===== config.mk =====
export PLATFORM = sky130hd
export DESIGN_NAME = aud_i2s_rx
export DESIGN_NICKNAME = d
export VERILOG_FILES = /design/src/rtl/aud_rx_pkg.sv /design/src/rtl/aud_rx_bitgen.sv /design/src/rtl/aud_rx_front.sv /design/src/rtl/aud_rx_deser.sv /design/src/rtl/aud_i2s_rx.sv
export SDC_FILE = /design/constraint.sdc
export NUM_CORES = 1
export LEC_CHECK = 0
export BUFFER_PORTS_ARGS = -buffer_cell sky130_fd_sc_hd__buf_2
export CAP_MARGIN = 10
export CELL_PAD_IN_SITES_DETAIL_PLACEMENT = 1
export CELL_PAD_IN_SITES_GLOBAL_PLACEMENT = 1
export CORE_UTILIZATION = 47
export CTS_CLUSTER_SIZE = 25
export DETAILED_ROUTE_END_ITERATION = 12
export MAX_ROUTING_LAYER = met4
export PLACE_DENSITY = 0.91
export REMOVE_ABC_BUFFERS = 1
export SYNTH_ARGS = -nofsm -noshare
export SYNTH_HDL_FRONTEND = slang
export SYNTH_SLANG_ARGS = --single-unit

===== constraint.sdc =====
create_clock -name clk -period 6.65 [get_ports clk]
set_input_delay 0.3325 -clock clk [delete_from_list [all_inputs] [get_ports clk]]
set_output_delay 0.3325 -clock clk [all_outputs]
set_load 0.1 [all_outputs]

===== src/rtl/aud_rx_pkg.sv =====
package aud_rx_pkg;
    localparam int RES_MIN = 8;

    typedef enum logic {
        CH_LEFT  = 1'b0,
        CH_RIGHT = 1'b1
    } chan_e;

    // One sampling opportunity on the serial line
    typedef struct packed {
        logic  rise;
        logic  sd;
        chan_e ws;
    } bit_evt_t;

    // Requested resolution bounded to [RES_MIN, max_bits], otherwise RES_MIN
    function automatic logic [5:0] clamp_res(input logic [4:0] req, input int unsigned max_bits);
        if (req < 5'(RES_MIN) || 32'(req) > max_bits)
            return 6'(RES_MIN);
        return {1'b0, req};
    endfunction
endpackage


===== src/rtl/aud_rx_bitgen.sv =====
module aud_rx_bitgen #(
    parameter int DIV_W = 8,
    parameter int CNT_W = 6
) (
    input  logic             clk,
    input  logic             rst,
    input  logic             run,
    input  logic [DIV_W-1:0] div,
    input  logic [CNT_W-1:0] res,
    output logic             sck,
    output logic             ws,
    output logic             rise_p
);
    localparam int HC_W = DIV_W + 1;

    logic [HC_W-1:0]  half_cnt;
    logic [CNT_W-1:0] fall_cnt;
    logic [HC_W-1:0]  half_last;

    assign half_last = HC_W'(div) + HC_W'(1);

    always_ff @(posedge clk) begin
        if (rst || !run) begin
            half_cnt <= '0;
            fall_cnt <= '0;
            sck      <= 1'b0;
            ws       <= 1'b0;
            rise_p   <= 1'b0;
        end else begin
            rise_p <= 1'b0;
            if (half_cnt == half_last) begin
                half_cnt <= '0;
                sck      <= ~sck;
                if (!sck) begin
                    rise_p <= 1'b1;
                end else if (fall_cnt == res - CNT_W'(1)) begin
                    fall_cnt <= '0;
                    ws       <= ~ws;
                end else begin
                    fall_cnt <= fall_cnt + CNT_W'(1);
                end
            end else begin
                half_cnt <= half_cnt + HC_W'(1);
            end
        end
    end
endmodule


===== src/rtl/aud_rx_front.sv =====
module aud_rx_front
    import aud_rx_pkg::*;
(
    input  logic     clk,
    input  logic     rst,
    input  logic     master,
    input  logic     sck_in,
    input  logic     ws_in,
    input  logic     sd_in,
    input  logic     gen_rise,
    input  logic     gen_ws,
    output bit_evt_t evt
);
    logic [2:0] sck_sy;
    logic [1:0] ws_sy;
    logic [1:0] sd_sy;

    always_ff @(posedge clk) begin
        if (rst) begin
            sck_sy <= '0;
            ws_sy  <= '0;
            sd_sy  <= '0;
        end else begin
            sck_sy <= {sck_sy[1:0], sck_in};
            ws_sy  <= {ws_sy[0], ws_in};
            sd_sy  <= {sd_sy[0], sd_in};
        end
    end

    always_comb begin
        if (master) begin
            evt.rise = gen_rise;
            evt.sd   = sd_in;
            evt.ws   = chan_e'(gen_ws);
        end else begin
            evt.rise = sck_sy[1] & ~sck_sy[2];
            evt.sd   = sd_sy[1];
            evt.ws   = chan_e'(ws_sy[1]);
        end
    end
endmodule


===== src/rtl/aud_rx_deser.sv =====
module aud_rx_deser
    import aud_rx_pkg::*;
#(
    parameter int DATA_W = 32,
    parameter int ADDR_W = 8,
    parameter int CNT_W  = 6
) (
    input  logic              clk,
    input  logic              rst,
    input  logic              en,
    input  logic              swap,
    input  logic [CNT_W-1:0]  res,
    input  bit_evt_t          evt,
    output logic              wr_stb,
    output logic [DATA_W-1:0] wr_data,
    output logic [ADDR_W-1:0] wr_addr
);
    logic [DATA_W-1:0] shreg;
    logic [DATA_W-1:0] shreg_next;
    logic [CNT_W-1:0]  bit_cnt;
    logic [ADDR_W-2:0] frame;
    chan_e             ws_prev;
    logic              synced;
    logic              take;
    logic              boundary;

    assign take       = bit_cnt < res;
    assign boundary   = evt.rise && (evt.ws != ws_prev);
    assign shreg_next = take ? {shreg[DATA_W-2:0], evt.sd} : shreg;

    always_ff @(posedge clk) begin
        if (rst) begin
            shreg   <= '0;
            bit_cnt <= '0;
            frame   <= '0;
            ws_prev <= CH_LEFT;
            synced  <= 1'b0;
            wr_stb  <= 1'b0;
            wr_data <= '0;
            wr_addr <= '0;
        end else begin
            wr_stb <= 1'b0;
            if (!en) begin
                shreg   <= '0;
                bit_cnt <= '0;
                frame   <= '0;
                synced  <= 1'b0;
                ws_prev <= evt.ws;
            end else if (evt.rise) begin
                ws_prev <= evt.ws;
                if (boundary) begin
                    shreg   <= '0;
                    bit_cnt <= '0;
                    synced  <= 1'b1;
                    if (synced) begin
                        wr_stb  <= 1'b1;
                        wr_data <= shreg_next;
                        wr_addr <= {frame, logic'(ws_prev) ^ swap};
                        if (ws_prev == CH_RIGHT)
                            frame <= frame + (ADDR_W-1)'(1);
                    end
                end else begin
                    shreg <= shreg_next;
                    if (take)
                        bit_cnt <= bit_cnt + CNT_W'(1);
                end
            end
        end
    end
endmodule


===== src/rtl/aud_i2s_rx.sv =====
module aud_i2s_rx
    import aud_rx_pkg::*;
#(
    parameter int DATA_W = 32,
    parameter int ADDR_W = 8,
    parameter int DIV_W  = 8
) (
    input  logic              clk,
    input  logic              rst,
    input  logic              cfg_en,
    input  logic              cfg_master,
    input  logic              cfg_swap,
    input  logic [4:0]        cfg_res,
    input  logic [DIV_W-1:0]  cfg_div,
    input  logic              sck_in,
    input  logic              ws_in,
    input  logic              sd_in,
    output logic              sck_out,
    output logic              ws_out,
    output logic              wr_stb,
    output logic [DATA_W-1:0] wr_data,
    output logic [ADDR_W-1:0] wr_addr
);
    localparam int CNT_W = $clog2(DATA_W + 1);

    logic [5:0]       res_full;
    logic [CNT_W-1:0] res_eff;
    logic             gen_rise;
    bit_evt_t         evt;

    assign res_full = clamp_res(cfg_res, DATA_W);
    assign res_eff  = CNT_W'(res_full);

    aud_rx_bitgen #(.DIV_W(DIV_W), .CNT_W(CNT_W)) u_bitgen (
        .clk    (clk),
        .rst    (rst),
        .run    (cfg_en & cfg_master),
        .div    (cfg_div),
        .res    (res_eff),
        .sck    (sck_out),
        .ws     (ws_out),
        .rise_p (gen_rise)
    );

    aud_rx_front u_front (
        .clk      (clk),
        .rst      (rst),
        .master   (cfg_master),
        .sck_in   (sck_in),
        .ws_in    (ws_in),
        .sd_in    (sd_in),
        .gen_rise (gen_rise),
        .gen_ws   (ws_out),
        .evt      (evt)
    );

    aud_rx_deser #(.DATA_W(DATA_W), .ADDR_W(ADDR_W), .CNT_W(CNT_W)) u_deser (
        .clk     (clk),
        .rst     (rst),
        .en      (cfg_en),
        .swap    (cfg_swap),
        .res     (res_eff),
        .evt     (evt),
        .wr_stb  (wr_stb),
        .wr_data (wr_data),
        .wr_addr (wr_addr)
    );
endmodule


**Yosys cells after proc, flatten, opt, wreduce, memory -nomap -nowiden**

Index checks and enable logic that the tools add are counted.
Widths: inputs -> output; s select.

- Register bits after elaboration: 113
- Logic and storage cells: 65
- Input port bits: 21

- Multiplexer cells: 13
- Eq/ne operators: 4
- Bitwise logic cells: 10
- Add/subtract/negate cells: 6
- Reductions and logical operators: 14
- Order comparisons: 2

Operators by type and width:

| kind | count |
|---|---|
| $mux 32 | 2 |
| $mux 6 | 5 |
| $add 6x1->6 const B | 2 |
| $add 8x1->9 const B | 1 |
| $add 9x1->9 const B | 1 |
| $eq 9x9->1 | 1 |
| $reduce_and 4->1 | 2 |
| $add 7x1->7 const B | 1 |
| $not 1->1 | 7 |
| $eq 6x6->1 | 1 |
| $lt 6x6->1 | 1 |
| $reduce_and 2->1 | 3 |
| $reduce_or 2->1 | 3 |
| $sub 6x1->6 const B | 1 |
| $lt 5x4->1 const B | 1 |
| $mux 1 | 5 |
| $reduce_or 4->1 | 1 |
| $mux 3 | 1 |
| $reduce_and 3->1 | 1 |
| $and 1x1->1 | 2 |
| $ne 2x1->1 const B | 1 |
| $reduce_bool 2->1 | 1 |
| $logic_and 1x1->1 | 1 |
| $logic_not 1->1 | 1 |
| 3 further kinds | 3 |

**Longest topological paths before layout**

Gate-level depths: netlist of the first run.

- Depth after elaboration: 7
- Depth in mapped cells: 10

**Hierarchy**

A second synthesis of the first run with hierarchy kept.

- Cells, all modules: 599
- Area total of the unflattened synthesis: 5,391.4 sq um

Modules (own cells, without submodules):

| module | times used | area an instance (sq um) | sequential area each (sq um) | cells an instance |
|---|---|---|---|---|
| aud_rx_deser | 1 | 3,878.7 | 1,761.7 | 422 |
| aud_rx_bitgen | 1 | 1,241.2 | 360.3 | 151 |
| aud_rx_front | 1 | 229.0 | 140.1 | 19 |
| aud_i2s_rx | 1 | 42.5 | 0.0 | 7 |

**Worst setup path after synthesis of the first run**

Ideal clock, no wire load.

- Kind: flip-flop to flip-flop
- Start: register u_bitgen.ws
- End: register u_deser.wr_addr[0]
- Slack: 4.061 ns
- Setup time: 0.086 ns
- Clock period less this slack: 2.589 ns
- Path buffers: 2
- Cell stages (with the launch flop): 9
- Data arrival time: 2.503 ns
- Cells stage by stage: dfxtp_1 > mux2i_1 > xor2_1 > nor2_1 > and3_1 > clkbuf_1 > buf_2 > nor2_1 > a211oi_1

- Cells in the longest elaborated chain, start to end: 4

RTL lines:

| element | RTL line | text |
|---|---|---|
| start: declaration | aud_rx_bitgen.sv:11 | `output logic ws,` |
| start signal: assignment | aud_rx_bitgen.sv:38 | `ws <= ~ws;` |
| $mux 3 | aud_rx_front.sv:31 | `if (master) begin` |
| $ne 1x1->1 | aud_rx_deser.sv:28 | `assign boundary = evt.rise && (evt.ws != ws_prev);` |
| $logic_and 1x1->1 | aud_rx_deser.sv:28 |  |
| $reduce_and 4->1 (no source line) | -- |  |
| end signal: assignment | aud_rx_deser.sv:58 | `wr_addr <= {frame, logic'(ws_prev) ^ swap};` |
| end: declaration | aud_rx_deser.sv:16 | `output logic [ADDR_W-1:0] wr_addr` |

No other way between the ends.
A chain may end at the register's enable or synchronous reset.

**Worst setup path after layout of the first run**

- Start: register u_deser.bit_cnt[4]
- End: register u_deser.shreg[28]

- Cells in the longest elaborated chain, start to end: 3

RTL lines:

| element | RTL line | text |
|---|---|---|
| start: declaration | aud_rx_deser.sv:20 | `logic [CNT_W-1:0] bit_cnt;` |
| start signal: assignment | aud_rx_deser.sv:65 | `bit_cnt <= bit_cnt + CNT_W'(1);` |
| $lt 6x6->1 | aud_rx_deser.sv:27 | `assign take = bit_cnt < res;` |
| $mux 32 | aud_rx_deser.sv:29 | `assign shreg_next = take ? {shreg[DATA_W-2:0], evt.sd} : shreg;` |
| $mux 32 | aud_rx_deser.sv:51 | `if (boundary) begin` |
| end signal: assignment | aud_rx_deser.sv:63 | `shreg <= shreg_next;` |
| end: declaration | aud_rx_deser.sv:18 | `logic [DATA_W-1:0] shreg;` |

No other way between the ends.

==> results of run 1 <==
cell type report:
| type | instances | area share |
|---|---|---|
| Multi-Input combinational cell | 367 | 0.423 |
| Inverter | 8 | 0.00512 |
| Tap cell | 133 | 0.0284 |
| Clock buffer | 22 | 0.0807 |
| Timing Repair Buffer | 66 | 0.0623 |
| Sequential cell | 113 | 0.386 |
| Clock inverter | 6 | 0.0141 |
cell usage in the layout, fill, tap and decap left out, types with 5 or more instances in the layout:
| cell type | netlist | layout |
|---|---|---|
| xor2_1 | 16 | 16 |
| a31oi_1 | 6 | 6 |
| xnor2_1 | 14 | 14 |
| a21oi_1 | 22 | 22 |
| clkbuf_8 | 0 | 5 |
| inv_1 | 8 | 8 |
| or3_1 | 5 | 5 |
| nor2_1 | 61 | 60 |
| nand2_1 | 36 | 36 |
| a211oi_1 | 35 | 35 |
| nor2b_1 | 11 | 11 |
| dfxtp_1 | 113 | 113 |
| clkbuf_16 | 0 | 16 |
| a22o_1 | 34 | 34 |
| o21ai_0 | 10 | 10 |
| buf_2 | 19 | 63 |
| mux2i_1 | 35 | 35 |
| nor4_1 | 5 | 5 |
| nand3_1 | 11 | 11 |
| ha_1 | 10 | 10 |
kinds of logic (layout without fill, tap and decap cells):
| group | after synthesis | in the layout |
|---|---|---|
| AO/OA/AOI/OAI | 130 | 130 |
| multiplexers | 36 | 36 |
| AND/OR/NAND/NOR | 161 | 161 |
| flip-flops | 113 | 113 |
| adder cells (fa/ha/maj) | 10 | 10 |
| XOR/XNOR | 30 | 30 |
| buffers and inverters | 40 | 102 |
routing by layer:
metal	part of all wire	vias to the layer above
met5	0	-
li1	-	1996
met2	0.52	114
met3	0.036	22
met1	0.43	2067
met4	0.017	0
where the power goes:
part	switching (mW)	internal [mW]	leakage, nW
logic	0.0401	0.0209	0.990
clock network	0.307	0.562	0.274
registers	0.00173	0.680	0.911
critical path: cells and delay by family (launching register included):
family | cells | cell delay, ns
buffers and inverters | 1 | 0.26
and+or+nand+nor | 2 | 1.28
adders and majority gates | 1 | 0.24
DFF | 1 | 0.35
AOI/OAI and AO/OA | 2 | 0.91
final timing paths:
path / startpoint / endpoint / slack (ns) / depth (start not counted)
setup / recovery: u_deser.bit_cnt[4]$_SDFFE_PP0P_ / u_deser.shreg[28]$_SDFFE_PP0P_ / 3.54 / 6
hold / removal: sck_in / u_front.sck_sy[0]$_SDFF_PP0_ / 0.07 / 2
setup reg to reg: u_deser.bit_cnt[4]$_SDFFE_PP0P_ / u_deser.shreg[28]$_SDFFE_PP0P_ / 3.54 / 6
hold reg to reg: u_deser.wr_addr[6]$_SDFFE_PP0P_ / u_deser.wr_addr[6]$_SDFFE_PP0P_ / 0.46 / 2
flip-flops by register name, indices dropped and copies added (netlist names), 2 cells and up:
register and flops:
u_front.sck_sy 3, u_deser.shreg 32, u_front.sd_sy 2, u_deser.wr_addr 8
u_deser.bit_cnt 6, u_deser.wr_data 32, u_front.ws_sy 2, u_bitgen.fall_cnt 6
u_bitgen.half_cnt 9, u_deser.frame 7
through the flow:
stage | setup slack (ns) | utilization | hold WS, ns
2_1_floorplan | 2.59 | - | 0.402
3_3_place_gp | 3.17 | 0.529 | 0.420
3_5_place_dp | 3.07 | 0.529 | 0.426
4_1_cts | 3.17 | 0.584 | 0.0583
5_1_grt | 3.42 | 0.589 | 0.0474
6_report | 3.54 | 0.589 | 0.0743
==> flow_summary.ini, run 1 <==
[run_status]
status = complete, no violations

[clocking]
clock_sinks = 113
cts_buffers = 17
ctsResizeCount = 0
cts_max_path_buffers = 2
clk_latency_ns = 0.52
cts_root_buffer = clkbuf_8
post_cts_buffers = 0
cts_tree = yes
hold_buffers = 0
clkTransAtPathRegs_ns = 0.06
htreeDepth = 4

[yosys]
synth_mux_area_frac = 0.0736
synth_cells = 520
synth_area_leaders = dfxtp_1 (46%), mux2i_1 (7.1%), a22o_1 (6.1%)
synth_top_flop_cell = dfxtp_1
synth_edf_count = 0
synthesis.area_um2 = 4910
synth_xor_area_frac = 0.0535
synth-seq-area-share = 0.461
synth-compound-area-share = 0.192
synthAdderAreaFrac = 0.0255
synth.largest_area_cell = dfxtp_1
ys_ff_latch = 113
async_flop_share = 0
synth_top_area_frac = 0.461
synth_cell_types = 49
yosysMostFrequentCell = dfxtp_1
synthTopCellsByCount = dfxtp_1 (113), nor2_1 (61), nand2_1 (36), a211oi_1 (35), mux2i_1 (35)
synth_top_family_by_area = compound AO/OA/AOI/OAI gates
synth_warnings = 0
synth-simple-area-share = 0.159
syn_avg_cell_area_um2 = 9.45

[setup_path]
start_kind = flop
crit_fanout = 36
crit_slowest_cell = o31a_2
slowest_delay_ns = 0.72
critPathKind = reg -> reg
arrival_ns = 3.57
required_ns = 7.11
path_cells = ha_1 > or4_1 > o31a_2 > nor3_4 > buf_8 > a22o_1
end_kind = flop

[global_routing]
overflow = 0
track_usage = 0.282
grt_start_max_net_pins = 73
antenna_found_initial = 0
grt-busiest-layer = met2
grt_pass1_wl_um = 23400
grtUsageMet3 = 0.0576
grt_util_met2 = 0.487
use_met1 = 0.320
grt_pass1_vias = 4416

[cells_and_area]
multiInputGateArea_um2 = 2480
instances_no_fill = 715
design_area_um2 = 5860
fillers = 1119
area_growth_pct = 19.3
diodes = 0
layout-drive-gt1-share = 0.177
nNetsFinal = 604
ff_latch_area_um2 = 2260

[sta]
rsz0062_at_grt = no
setup_viol = 0
worst_slew_pin_slew_ns = 1.14
drv_slew = 0
fin_skew_ns = 0.0118
relSlewSlack = 0.238
setup_tns_ns = 0
fmax_ghz = 0.322
hold_viol = 0
finalCritPeriodShare = 0.468
finalCriticalPeriod_ns = 3.11

[route]
drt_iter0_markers = 269
drtAntennaViolNets = 0
vias = 4199
drc = 0
dr.pass1.iters = 4
wl_um = 14400
wl_per_cell_um = 20.1
vias_per_cell = 5.87

[power_and_ir_drop]
finalPower_mw = 1.61
ir_worst_vdd_v = 0.000205
p_leak_nw = 2.18
power_density_nw_per_um2 = 275

[place]
dp.cells = 685
dpl-instance-area_um2 = 5260
dp_hpwl_um = 7670
numPortBuffers = 63
gp_congestion = 0.857

[floorplan]
die_h_um = 104
dieArea_um2 = 10900
rows = 36
top_level_ports = 64
start_util = 0.493
die_x_um = 104
core-area_um2 = 9950

[job]
drv_cap = 0

[min_path]
hp-class = in -> reg
No activity file was read; power rests on OpenSTA's default activity.
==> run 2, diff against run 1 <==
--- a/config.mk
+++ b/config.mk
@@ -5,15 +5,16 @@
 export SDC_FILE = /design/constraint.sdc
 export NUM_CORES = 1
 export LEC_CHECK = 0
+export ABC_AREA = 1
 export BUFFER_PORTS_ARGS = -buffer_cell sky130_fd_sc_hd__buf_2
 export CAP_MARGIN = 10
 export CELL_PAD_IN_SITES_DETAIL_PLACEMENT = 1
 export CELL_PAD_IN_SITES_GLOBAL_PLACEMENT = 1
-export CORE_UTILIZATION = 47
+export CORE_UTILIZATION = 42
 export CTS_CLUSTER_SIZE = 25
 export DETAILED_ROUTE_END_ITERATION = 12
 export MAX_ROUTING_LAYER = met4
-export PLACE_DENSITY = 0.91
+export PLACE_DENSITY = 0.87
 export REMOVE_ABC_BUFFERS = 1
 export SYNTH_ARGS = -nofsm -noshare
 export SYNTH_HDL_FRONTEND = slang
==> constraint.sdc (replaced) <==
create_clock -name clk -period 3 [get_ports clk]
set_input_delay 0.15 -clock clk [delete_from_list [all_inputs] [get_ports clk]]
set_output_delay 0.15 -clock clk [all_outputs]
set_load 0.1 [all_outputs]
==> flow_summary.ini, run 2 <==
[place]
numPortBuffers = 63
dpl-instance-area_um2 = 6150
dp_hpwl_um = 9960
gp_congestion = 0.835
dpl_worst_slack_ns = 0.290

[global_routing]
antenna_found_initial = 0
grt_pass1_vias = 5494
track_usage = 0.229
grt_start_max_net_pins = 67
grt_pass1_wl_um = 25400
overflow = 0

[yosys]
synth_cells = 837
synth-simple-area-share = 0.280
synth-compound-area-share = 0.153
synthTopCellsByCount = nand2_1 (192), inv_1 (135), dfxtp_1 (113), nand3_1 (102), a21oi_1 (57)
async_flop_share = 0
synth_cell_types = 33
synth_xor_area_frac = 0.0275
synth_top_flop_cell = dfxtp_1
yosysMostFrequentCell = nand2_1
syn_avg_cell_area_um2 = 6.86
synth_top_family_by_area = simple AND/OR/NAND/NOR gates
synth_warnings = 0
synthesis.area_um2 = 5740
synth_area_leaders = dfxtp_1 (39%), nand2_1 (13%), nand3_1 (8.9%)
synth_edf_count = 0
synthAdderAreaFrac = 0.0218
synth_mux_area_frac = 0
synth_top_area_frac = 0.394
ys_ff_latch = 113
synth.largest_area_cell = dfxtp_1
synth-seq-area-share = 0.394

[clocking]
cts_max_path_buffers = 2
post_cts_buffers = 0
clk_latency_ns = 0.42
hold_buffers = 3
ctsResizeCount = 0
cts_buffers = 17
cts_tree = yes
clkTransAtPathRegs_ns = 0.05
clock_sinks = 113
cts_root_buffer = clkbuf_16
htreeDepth = 4

[cells_and_area]
diodes = 0
layout_common_cells = nand2_1 (192), inv_1 (135), dfxtp_1 (113), nand3_1 (102), buf_2 (63)
area_growth_pct = 17.6
top_regs = u_deser.shreg x32, u_deser.wr_data x32, u_bitgen.half_cnt x9
layout-drive-gt1-share = 0.123
final_common_cell = nand2_1
design_area_um2 = 6750
nNetsFinal = 924

[power_and_ir_drop]
switching_share = 0.241
netSwitchingPower_uw = 896
clock_power_share = 0.511
ir_worst_vdd_v = 0.000361
pwr-share-comb = 0.079
p_leak_nw = 3.28
finalPower_mw = 3.72
power_density_nw_per_um2 = 552
p_seq_frac = 0.409
power.internal_mw = 2.83

[sta]
rsz0062_at_grt = no
drv_slew = 0
setup_viol = 0
finalCritPeriodShare = 0.852
relSlewSlack = 0.395
finalCriticalPeriod_ns = 2.56
fmax_ghz = 0.391
fin_skew_ns = 0.00566
worst_hold_slack_ns = 0.0338
hold_viol = 0
worst_slew_pin_slew_ns = 0.905
setup_tns_ns = 0
fin_ws_ns = 0.445

[setup_path]
critPathKind = reg -> reg
arrival_ns = 2.92
required_ns = 3.36
start_kind = flop
end_kind = flop
crit_fanout = 34

[route]
vias = 5429
vias_per_cell = 5.02
wl_um = 14900
drt_iter0_markers = 262
drc = 0
dr.pass1.iters = 5
drtAntennaViolNets = 0
wl_per_cell_um = 13.8

[floorplan]
core-area_um2 = 13300
dieArea_um2 = 14100
rows = 42
top_level_ports = 64
start_util = 0.432
die_x_um = 119
die_h_um = 119

[run_status]
status = complete, no violations

[min_path]
hp-class = in -> reg

[job]
drv_cap = 0
[run 2: final timing paths]
path                                     end                       startpoint  cells past startpoint  slack [ns]
max          u_deser.wr_data[0]$_SDFFE_PP0P_  u_deser.bit_cnt[1]$_SDFFE_PP0P_                      9        0.44
min              u_front.sd_sy[1]$_SDFF_PP0_                              rst                      2        0.03
max reg2reg  u_deser.wr_data[0]$_SDFFE_PP0P_  u_deser.bit_cnt[1]$_SDFFE_PP0P_                      9        0.44
min reg2reg      u_front.sd_sy[1]$_SDFF_PP0_      u_front.sd_sy[0]$_SDFF_PP0_                      2        0.41
[run 2: cell families (layout without fill, tap and decap cells)]
group	Yosys count	in the layout
compound gates	152	152
xor+xnor	18	18
fa+ha+maj	10	10
buf+inv	173	242
flops	113	113
simple gates	371	371
[run 2: layout make-up]
cell class | count | area (µm²)
Clock buffer | 28 | 547
Clock inverter | 4 | 20.0
Fill cell | 1746 | 6550
Inverter | 138 | 518
Multi-Input combinational cell | 551 | 2780
Sequential cell | 113 | 2260
Tap cell | 176 | 220
Timing Repair Buffer | 72 | 403
[run 2: stage by stage]
| step | util | instances |
|---|---|---|
| floorplan | - | 802 |
| global placement | 0.462 | 1047 |
| detailed placement | 0.462 | 1047 |
| CTS | 0.507 | 1082 |
| global route | 0.507 | 1082 |
| finish | 0.507 | 1082 |
[run 2: worst max-delay path, stage by stage (launching register included)]
cell and delay [ns]:
dfxtp_1 0.39, ha_1 0.25, o21ai_1 0.07, inv_1 0.07, o21ai_4 0.70, nand2_4 0.44, nand2_1 0.25, nand2_1 0.09
a21o_1 0.16, inv_1 0.05
[run 2: power groups by stage]
stage / Clock [mW] / Sequential (mW) / Combinational (mW)
after floorplan: 0 / 1.57 / 0.185
after global placement: 0 / 1.55 / 0.281
after detailed placement: 0 / 1.56 / 0.290
after CTS: 1.93 / 1.52 / 0.297
after global routing: 2.00 / 1.52 / 0.334
final: 1.90 / 1.52 / 0.296
[run 2: per-layer routing]
metal	up-vias	wire [µm]	track usage
met2	71	7230	0.387
met5	-	0	-
met4	0	238	0.0870
li1	2774	-	-
met1	2558	7070	0.267
met3	26	375	0.0465
==> run 3, diff against run 2 <==
--- a/config.mk
+++ b/config.mk
@@ -5,16 +5,15 @@
 export SDC_FILE = /design/constraint.sdc
 export NUM_CORES = 1
 export LEC_CHECK = 0
-export ABC_AREA = 1
 export BUFFER_PORTS_ARGS = -buffer_cell sky130_fd_sc_hd__buf_2
 export CAP_MARGIN = 10
 export CELL_PAD_IN_SITES_DETAIL_PLACEMENT = 1
 export CELL_PAD_IN_SITES_GLOBAL_PLACEMENT = 1
-export CORE_UTILIZATION = 42
+export CORE_UTILIZATION = 44
 export CTS_CLUSTER_SIZE = 25
 export DETAILED_ROUTE_END_ITERATION = 12
 export MAX_ROUTING_LAYER = met4
-export PLACE_DENSITY = 0.87
+export PLACE_DENSITY = 0.86
 export REMOVE_ABC_BUFFERS = 1
 export SYNTH_ARGS = -nofsm -noshare
 export SYNTH_HDL_FRONTEND = slang
==> flow_summary.ini, run 3 (synthesized netlist as in run 1, its figures left out) <==
[run_status]
status = complete, no violations

[global_routing]
grt_pass1_vias = 4486
grt_start_max_net_pins = 50
grt_pass1_wl_um = 22000
track_usage = 0.253
overflow = 0
antenna_found_initial = 0

[clocking]
post_cts_buffers = 0
cts_buffers = 17
htreeDepth = 4
clkTransAtPathRegs_ns = 0.06
cts_max_path_buffers = 2
ctsResizeCount = 0
clk_latency_ns = 0.51
clock_sinks = 113
cts_tree = yes
hold_buffers = 5
cts_root_buffer = clkbuf_8

[sta]
fin_ws_ns = 0.387
finalCritPeriodShare = 0.871
finalCriticalPeriod_ns = 2.61
worst_slew_pin_slew_ns = 0.746
setup_viol = 0
hold_viol = 0
fmax_ghz = 0.383
drv_slew = 0
rsz0062_at_grt = no
relSlewSlack = 0.502
fin_skew_ns = 0.00860

[route]
wl_um = 13100
dr.pass1.iters = 4
wl_met1_um = 5810
vias_per_cell = 5.71
drt_iter0_markers = 196
top_layer_used = met4
vias = 4190
dr_wl_met3_um = 467
wl_per_cell_um = 17.9
drc = 0
drtAntennaViolNets = 0
met2_length_um = 6610

[place]
dpl_worst_slack_ns = 0.258
dp_hpwl_um = 8300
gp_congestion = 0.824
numPortBuffers = 63

[min_path]
hp-class = in -> reg

[cells_and_area]
layout-drive-gt1-share = 0.182
nNetsFinal = 615
diodes = 0
final_common_cell = dfxtp_1
top_regs = u_deser.shreg x32, u_deser.wr_data x32, u_bitgen.half_cnt x9
layout_common_cells = dfxtp_1 (113), buf_2 (63), nor2_1 (60), nand2_1 (36)
area_growth_pct = 21.4
fin_util = 0.550

[setup_path]
critPathKind = reg -> reg
crit_fanout = 19
required_ns = 3.45
slowest_delay_ns = 0.61
end_kind = flop
arrival_ns = 3.06
start_kind = flop
crit_slowest_cell = nor2_2
path_cells = ha_1 > or4_1 > a2bb2oi_1 > o31a_2 > a21oi_1 > nor2_2 > buf_4 > a22o_1

[power_and_ir_drop]
p_leak_nw = 2.23
ir_worst_vdd_v = 0.000386
power_density_nw_per_um2 = 614

[floorplan]
dieArea_um2 = 11600
top_level_ports = 64
core-area_um2 = 10800
die_x_um = 108
start_util = 0.453
rows = 38
die_h_um = 108

[job]
drv_cap = 0
run 3: changes by cell type in the layout (fill, tap and decap cells not counted), moves of 33 or more:
cell | before | now
nand2_1 | 192 | 36
mux2i_1 | 0 | 35
nand3_1 | 102 | 11
inv_1 | 135 | 8
a211oi_1 | 0 | 35
a21oi_1 | 57 | 22
a22o_1 | 0 | 34
a21o_1 | 33 | 0
o21ai_0 | 52 | 10
run 3: final timing paths:
path,from,end,slack [ns],cells past startpoint
worst max-delay path,u_deser.bit_cnt[3]$_SDFFE_PP0P_,u_deser.shreg[7]$_SDFFE_PP0P_,0.39,8
worst min-delay path,cfg_master,u_deser.shreg[0]$_SDFFE_PP0P_,0.13,4
worst max register to register,u_deser.bit_cnt[3]$_SDFFE_PP0P_,u_deser.shreg[7]$_SDFFE_PP0P_,0.39,8
worst min register to register,u_front.ws_sy[0]$_SDFF_PP0_,u_front.ws_sy[1]$_SDFF_PP0_,0.44,1
run 3: worst max-delay path: cells and delay by family (launching register included):
family	cells	cell delay [ns]
compound gates	4	0.79
fa+ha+maj	1	0.20
buf+inv	1	0.36
flops	1	0.44
simple gates	2	0.76
run 3: final cells by class:
class / count / area, µm²
clock buffer: 24 / 480
clock inverter: 5 / 103
multi-input combinational: 367 / 2480
tap: 140 / 175
sequential: 113 / 2260
inverter: 8 / 30.0
timing repair buffer: 77 / 433
fill: 1220 / 4880
run 3: stage by stage:
stage                     cells  hold WS [ns]  instance area (µm²)  power (mW)  setup TNS [ns]
after detailed placement    700         0.377                 5330        1.67               0
after global placement      700         0.376                 5330        1.67               0
final                       734         0.129                 5960        3.66               0
after CTS                   734         0.116                 5960        3.68               0
after floorplan             488         0.219                 4770        1.61          -43.11
after global routing        734         0.127                 5960        3.77               0
run 3: report_power, final:
part / internal (mW) / switching [mW] / total [mW] / leakage (nW)
registers: 1.51 / 0.00357 / 1.51 / 0.911
clock network: 1.34 / 0.676 / 2.01 / 0.283
logic: 0.0523 / 0.0868 / 0.139 / 1.03
run 3: metal layers:
metal	GRT usage	vias to the layer above
li1	-	2013
met1	0.286	2047
met2	0.430	103
met3	0.0617	27
met4	0.0959	0
met5	-	-
